$ cat src/rtl/pwrseq_pkg.sv
package pwrseq_pkg;

    typedef enum logic [2:0] {
        PS_NORMAL  = 3'd0,
        PS_STOPGNT = 3'd1,
        PS_SLEEP   = 3'd2,
        PS_DEEP    = 3'd3,
        PS_DEEPER  = 3'd4,
        PS_SNOOP   = 3'd5
    } pstate_e;

    localparam int NSTATE   = 6;
    localparam int CST_W    = 3;
    localparam int SNOOP_LAT = 4;

    // Requests after conversion to active-high
    typedef struct packed {
        logic stop;
        logic sleep;
        logic deep;
        logic deeper;
        logic snoop;
    } req_t;

    function automatic pstate_e cstate_level(input logic [CST_W-1:0] c);
        pstate_e r;
        if (c <= 3'd1)      r = PS_NORMAL;
        else if (c == 3'd2) r = PS_STOPGNT;
        else if (c == 3'd3) r = PS_DEEP;
        else                r = PS_DEEPER;
        return r;
    endfunction

    function automatic logic [2:0] depth_of(input pstate_e s);
        return (s == PS_SNOOP) ? 3'd1 : 3'(s);
    endfunction

endpackage

$ cat src/rtl/pwr_target_merge.sv
module pwr_target_merge
    import pwrseq_pkg::*;
#(
    parameter int NCORES = 2
) (
    input  logic [NCORES-1:0][CST_W-1:0] cst,
    output pstate_e                      target
);
    pstate_e lvl [NCORES];

    for (genvar i = 0; i < NCORES; i++) begin : g_map
        assign lvl[i] = cstate_level(cst[i]);
    end

    always_comb begin
        target = lvl[0];
        for (int i = 1; i < NCORES; i++) begin
            if (depth_of(lvl[i]) < depth_of(target))
                target = lvl[i];
        end
    end
endmodule

$ cat src/rtl/pwr_snoop_timer.sv
module pwr_snoop_timer #(
    parameter int LAT = 4
) (
    input  logic clk,
    input  logic rst,
    input  logic active,
    output logic done
);
    localparam int CW = (LAT > 1) ? $clog2(LAT) : 1;

    logic [CW-1:0] cnt;

    assign done = active && (cnt == CW'(LAT - 1));

    always_ff @(posedge clk) begin
        if (rst || !active || done) cnt <= '0;
        else                        cnt <= cnt + 1'b1;
    end
endmodule

$ cat src/rtl/pwr_state_fsm.sv
module pwr_state_fsm
    import pwrseq_pkg::*;
(
    input  logic    clk,
    input  logic    rst,
    input  req_t    req,
    input  logic    svc_done,
    output pstate_e state
);
    pstate_e nxt;

    always_comb begin
        nxt = state;
        unique case (state)
            PS_NORMAL:  if (req.stop) nxt = PS_STOPGNT;
            PS_STOPGNT: begin
                if (!req.stop)      nxt = PS_NORMAL;
                else if (req.snoop) nxt = PS_SNOOP;
                else if (req.sleep) nxt = PS_SLEEP;
            end
            PS_SNOOP:   if (svc_done) nxt = PS_STOPGNT;
            PS_SLEEP: begin
                if (!req.sleep)     nxt = PS_STOPGNT;
                else if (req.deep)  nxt = PS_DEEP;
            end
            PS_DEEP: begin
                if (!req.deep)       nxt = PS_SLEEP;
                else if (req.deeper) nxt = PS_DEEPER;
            end
            PS_DEEPER:  if (!req.deeper) nxt = PS_DEEP;
            default:    nxt = PS_NORMAL;
        endcase
    end

    always_ff @(posedge clk) begin
        if (rst) state <= PS_NORMAL;
        else     state <= nxt;
    end
endmodule

$ cat src/rtl/pkg_pwr_seq.sv
module pkg_pwr_seq
    import pwrseq_pkg::*;
(
    input  logic                    clk,
    input  logic                    rst,
    input  logic                    stop_req_n,
    input  logic                    sleep_req_n,
    input  logic                    deep_req_n,
    input  logic                    deeper_req_n,
    input  logic                    snoop_req,
    input  logic [2:0]              core0_cst,
    input  logic [2:0]              core1_cst,
    output logic [2:0]              state_code,
    output logic [NSTATE-1:0]       state_onehot,
    output logic                    clk_en,
    output logic                    snoop_done,
    output logic [2:0]              target_code,
    output logic                    mismatch
);
    req_t    req;
    pstate_e state;
    pstate_e target;

    assign req = '{stop:   !stop_req_n,
                   sleep:  !sleep_req_n,
                   deep:   !deep_req_n,
                   deeper: !deeper_req_n,
                   snoop:  snoop_req};

    pwr_snoop_timer #(.LAT(SNOOP_LAT)) u_timer (
        .clk    (clk),
        .rst    (rst),
        .active (state == PS_SNOOP),
        .done   (snoop_done)
    );

    pwr_state_fsm u_fsm (
        .clk      (clk),
        .rst      (rst),
        .req      (req),
        .svc_done (snoop_done),
        .state    (state)
    );

    pwr_target_merge #(.NCORES(2)) u_merge (
        .cst    ({core1_cst, core0_cst}),
        .target (target)
    );

    for (genvar i = 0; i < NSTATE; i++) begin : g_onehot
        assign state_onehot[i] = (state == pstate_e'(3'(i)));
    end

    assign state_code  = state;
    assign target_code = target;
    assign clk_en      = (state == PS_NORMAL) || (state == PS_SNOOP);
    assign mismatch    = depth_of(state) > depth_of(target);
endmodule

$ cat config.mk
export PLATFORM = sky130hd
export DESIGN_NAME = pkg_pwr_seq
export DESIGN_NICKNAME = d
export VERILOG_FILES = /design/src/rtl/pwrseq_pkg.sv /design/src/rtl/pwr_target_merge.sv /design/src/rtl/pwr_snoop_timer.sv /design/src/rtl/pwr_state_fsm.sv /design/src/rtl/pkg_pwr_seq.sv
export SDC_FILE = /design/constraint.sdc
export NUM_CORES = 1
export LEC_CHECK = 0
export ABC_CLOCK_PERIOD_IN_PS = 6200
export BUFFER_PORTS_ARGS = -buffer_cell sky130_fd_sc_hd__buf_2
export CORE_AREA = 5 5 42 44
export DETAILED_ROUTE_END_ITERATION = 16
export DIE_AREA = 0 0 47 49
export PLACE_DENSITY_LB_ADDON = 0.2
export SLEW_MARGIN = 5
export SYNTH_ARGS = -nofsm -noshare
export SYNTH_HDL_FRONTEND = slang
export SYNTH_SLANG_ARGS = --single-unit
$ cat constraint.sdc
create_clock -name clk -period 6.2 [get_ports clk]
set_input_delay 0.62 -clock clk [delete_from_list [all_inputs] [get_ports clk]]
set_output_delay 0.62 -clock clk [all_outputs]
set_load 0.005 [all_outputs]
==> summary.json <==
{
  "timing": {
    "max_slew_margin_pct": 72.31,
    "tightest_slew_ns": 0.4148,
    "clock.fmax_mhz": 289.1,
    "worst_clock_skew_ns": 0.001383,
    "post-route-period-util_pct": 55.79,
    "timing.final.max_slew_violations": 0,
    "setup_repair_after_global_routing_missed_its_margin": "false",
    "setup_slack_ns": 2.741,
    "hold_viol_final": 0,
    "setup_viol": 0,
    "timing.final.crit_period_ns": 3.459,
    "totalNegativeSetupSlack_ns": 0
  },
  "critical_path": {
    "critical_path.endpoint_type": "primary output",
    "worst-r2r-setup-slack_ns": 4.49,
    "setup.worst_path.start_class": "primary input",
    "number_of_cell_instances_on_the_worst_register_to_register_path": 5,
    "worst-endpoint-arrival_ns": 2.84,
    "timing.critical_path.required_ns": 5.58,
    "crit-reg2reg-capture": "u_fsm.state[0]",
    "cp_max_fanout": 5,
    "timing.setup.critical_path_class": "in2out",
    "worstReg2RegStart": "u_fsm.state[2]"
  },
  "synth": {
    "synth_top_cell_area_share_pct": 16.56,
    "ys_seq_area_share_pct": 16.56,
    "synth_commonest_cells": "sky130_fd_sc_hd__inv_1, sky130_fd_sc_hd__ha_1, sky130_fd_sc_hd__dfxtp_1, sky130_fd_sc_hd__mux2i_1, sky130_fd_sc_hd__nor2_1",
    "syn-num-nets": 96,
    "syn-cell-area_um2": 604.3,
    "synth-edff-count": 0,
    "synthDistinctLibCells": 34,
    "ys_seq_elements": 5,
    "yosys_warnings": 0,
    "postSynthCellCount": 77,
    "post-synth-top-count-cell": "sky130_fd_sc_hd__inv_1",
    "library_cell_with_the_largest_summed_area_after_synthesis": "sky130_fd_sc_hd__dfxtp_1",
    "postSynth.asyncResetShare_pct": 0,
    "ys_top_cells_by_area": "sky130_fd_sc_hd__dfxtp_1, sky130_fd_sc_hd__ha_1, sky130_fd_sc_hd__mux2i_1",
    "syn-mean-instance-area_um2": 7.848,
    "postSynth.topFlopCell": "sky130_fd_sc_hd__dfxtp_1"
  },
  "hold_path": {
    "worst_hold_startpoint": "u_timer.cnt[0]",
    "worst_hold_path_type": "reg2reg",
    "holdPathStages": 1,
    "whs_endpoint": "u_timer.cnt[0]"
  },
  "clock_network": {
    "post-cts-setup-buffer-count": 0,
    "number_of_instances_resized_during_post_cts_repair": 0,
    "cts_max_path_buffers": 2,
    "path_clk_slew_ns": 0.04,
    "cts_sinks": 5,
    "worstSkewPairLatency_ns": 0.23,
    "holdBufCountCts": 0,
    "cts_buffer_count": 3,
    "htree_levels": 1,
    "clock_root_cell": "sky130_fd_sc_hd__clkbuf_4",
    "cts_tree": "yes"
  },
  "floorplan": {
    "die_w_um": 47,
    "floorplan.initialDensity_pct": 43.13,
    "vert_die_dim_um": 49,
    "core_area_mm2": 0.001401,
    "row_count": 14,
    "fp.dieArea_mm2": 0.002303,
    "pin_count": 28
  },
  "detailed_routing": {
    "dr.pass1.iters": 4,
    "via_per_inst": 5.248,
    "detail_route.drc_violations": 0,
    "drt_iter0_drc": 11,
    "wirelength_mm": 1.402,
    "num_vias": 614,
    "routed_wire_length_per_instance_um": 11.98,
    "detail-route-antenna-nets": 0
  },
  "placed_design": {
    "portBuffers": 27,
    "global_placer_s_final_weighted_congestion": 0.7433,
    "dp_hpwl_mm": 1.163,
    "post_dp_cell_area_um2": 720.7,
    "preCtsSetupSlack_ns": 2.723
  },
  "layout": {
    "final.fill_count": 147,
    "synthToLayoutAreaGrowth_pct": 23.60,
    "seqCellArea_um2": 100.1,
    "nets": 121,
    "multiInputGateArea_um2": 439.2,
    "stdcell_area_um2": 747.0,
    "antennaDiodeCount": 0,
    "layout-drive-gt1-share_pct": 34.65
  },
  "pwr": {
    "power.ir.vdd_worst_v": 0.0001418,
    "p_leak_uw": 0.0004003,
    "powerDensity_mw_per_mm2": 224.7
  },
  "grt": {
    "grt_pass1_vias": 550,
    "global_route_wire_length_before_repair_mm": 2.304,
    "pin_count_of_the_biggest_net_entering_global_routing": 14,
    "globalRouteTotalUtil_pct": 13.10,
    "grt_antenna_before_repair": 0,
    "global_route.overflow_total": 0
  },
  "status": {
    "status": "complete, no violations"
  },
  "flow_run": {
    "max_cap_violations": 0
  }
}
==> cell type report <==
type	instances	share of cell area, %
Multi-Input combinational cell	58	58.79
Sequential cell	5	13.40
Inverter	7	3.518
Timing Repair Buffer	27	18.09
Clock buffer	4	3.518
Tap cell	16	2.680
==> how the worst max path moves through the flow <==
stage / end / startpoint / cells past startpoint / slack (ns)
final: mismatch / core0_cst[2] / 13 / 2.74
after global routing: mismatch / core0_cst[2] / 13 / 2.57
after CTS: mismatch / core0_cst[2] / 13 / 2.73
after detailed placement: mismatch / core0_cst[2] / 13 / 2.72
after global placement: mismatch / core0_cst[2] / 13 / 2.77
after floorplan: mismatch / core0_cst[1] / 12 / 3.01
==> stage by stage <==
| stage | std cells | utilization (%) | hold slack (ns) | power [µW] |
|---|---|---|---|---|
| after floorplan | 77 | - | 0.4048 | 107.1 |
| after global placement | 113 | 51.43 | 0.4185 | 131.8 |
| after detailed placement | 113 | 51.43 | 0.4191 | 133.2 |
| after CTS | 117 | 53.30 | 0.4247 | 171.5 |
| after global routing | 117 | 53.30 | 0.4634 | 183.1 |
| final | 117 | 53.30 | 0.4260 | 167.9 |
==> report_power, final <==
group / switching, µW / internal, µW
combinational: 40.8 / 43.0
clock: 11.7 / 24.2
sequential: 12.1 / 36.1
total: 64.6 / 103
==> sequential cells by signal, indices dropped and copies added, names as in the netlist <==
register,count
u_fsm.state,3
u_timer.cnt,2
==> worst max-delay path: stages <==
cell and delay [ns]:
sky130_fd_sc_hd__buf_2 0.12, sky130_fd_sc_hd__nor2b_1 0.14, sky130_fd_sc_hd__nand2_1 0.11, sky130_fd_sc_hd__ha_1 0.28, sky130_fd_sc_hd__a21boi_1 0.16, sky130_fd_sc_hd__o21ai_1 0.07
sky130_fd_sc_hd__nand2b_1 0.21, sky130_fd_sc_hd__mux2_2 0.37, sky130_fd_sc_hd__ha_1 0.29, sky130_fd_sc_hd__a21o_1 0.16, sky130_fd_sc_hd__a21oi_1 0.14, sky130_fd_sc_hd__a31oi_1 0.05
sky130_fd_sc_hd__buf_2 0.13
==> layout by cell type, fill, tap and decap left out, types with 2 or more instances in the layout <==
master	count
sky130_fd_sc_hd__mux2_2	2
sky130_fd_sc_hd__nand3b_1	3
sky130_fd_sc_hd__nor3b_1	2
sky130_fd_sc_hd__inv_1	7
sky130_fd_sc_hd__nor3_1	4
sky130_fd_sc_hd__dfxtp_1	5
sky130_fd_sc_hd__nand2b_1	4
sky130_fd_sc_hd__ha_1	6
sky130_fd_sc_hd__mux2i_1	5
sky130_fd_sc_hd__nand2_1	3
sky130_fd_sc_hd__a31oi_1	2
sky130_fd_sc_hd__buf_2	27
sky130_fd_sc_hd__o21ai_1	2
sky130_fd_sc_hd__nor2_1	5
sky130_fd_sc_hd__nor2b_1	2
sky130_fd_sc_hd__clkbuf_4	3
sky130_fd_sc_hd__a21oi_1	3
==> routing by layer <==
layer | routed length [µm] | track usage, %
met1 | 622 | 16.70
met2 | 692 | 19.91
met3 | 88 | 2.583
met4 | 0 | 6.912
met5 | 0 | 0
==> logic make-up (layout without fill, tap and decap cells) <==
logic type | after synthesis | in the layout | share of synthesized area, %
AND/OR/NAND/NOR | 29 | 29 | 28.78
flip-flops | 5 | 5 | 16.56
buffers and inverters | 14 | 38 | 10.77
AO/OA/AOI/OAI | 16 | 16 | 19.46
multiplexers | 7 | 7 | 12.01
adder cells (fa/ha/maj) | 6 | 6 | 12.42
No activity file was read; power rests on OpenSTA's default activity.
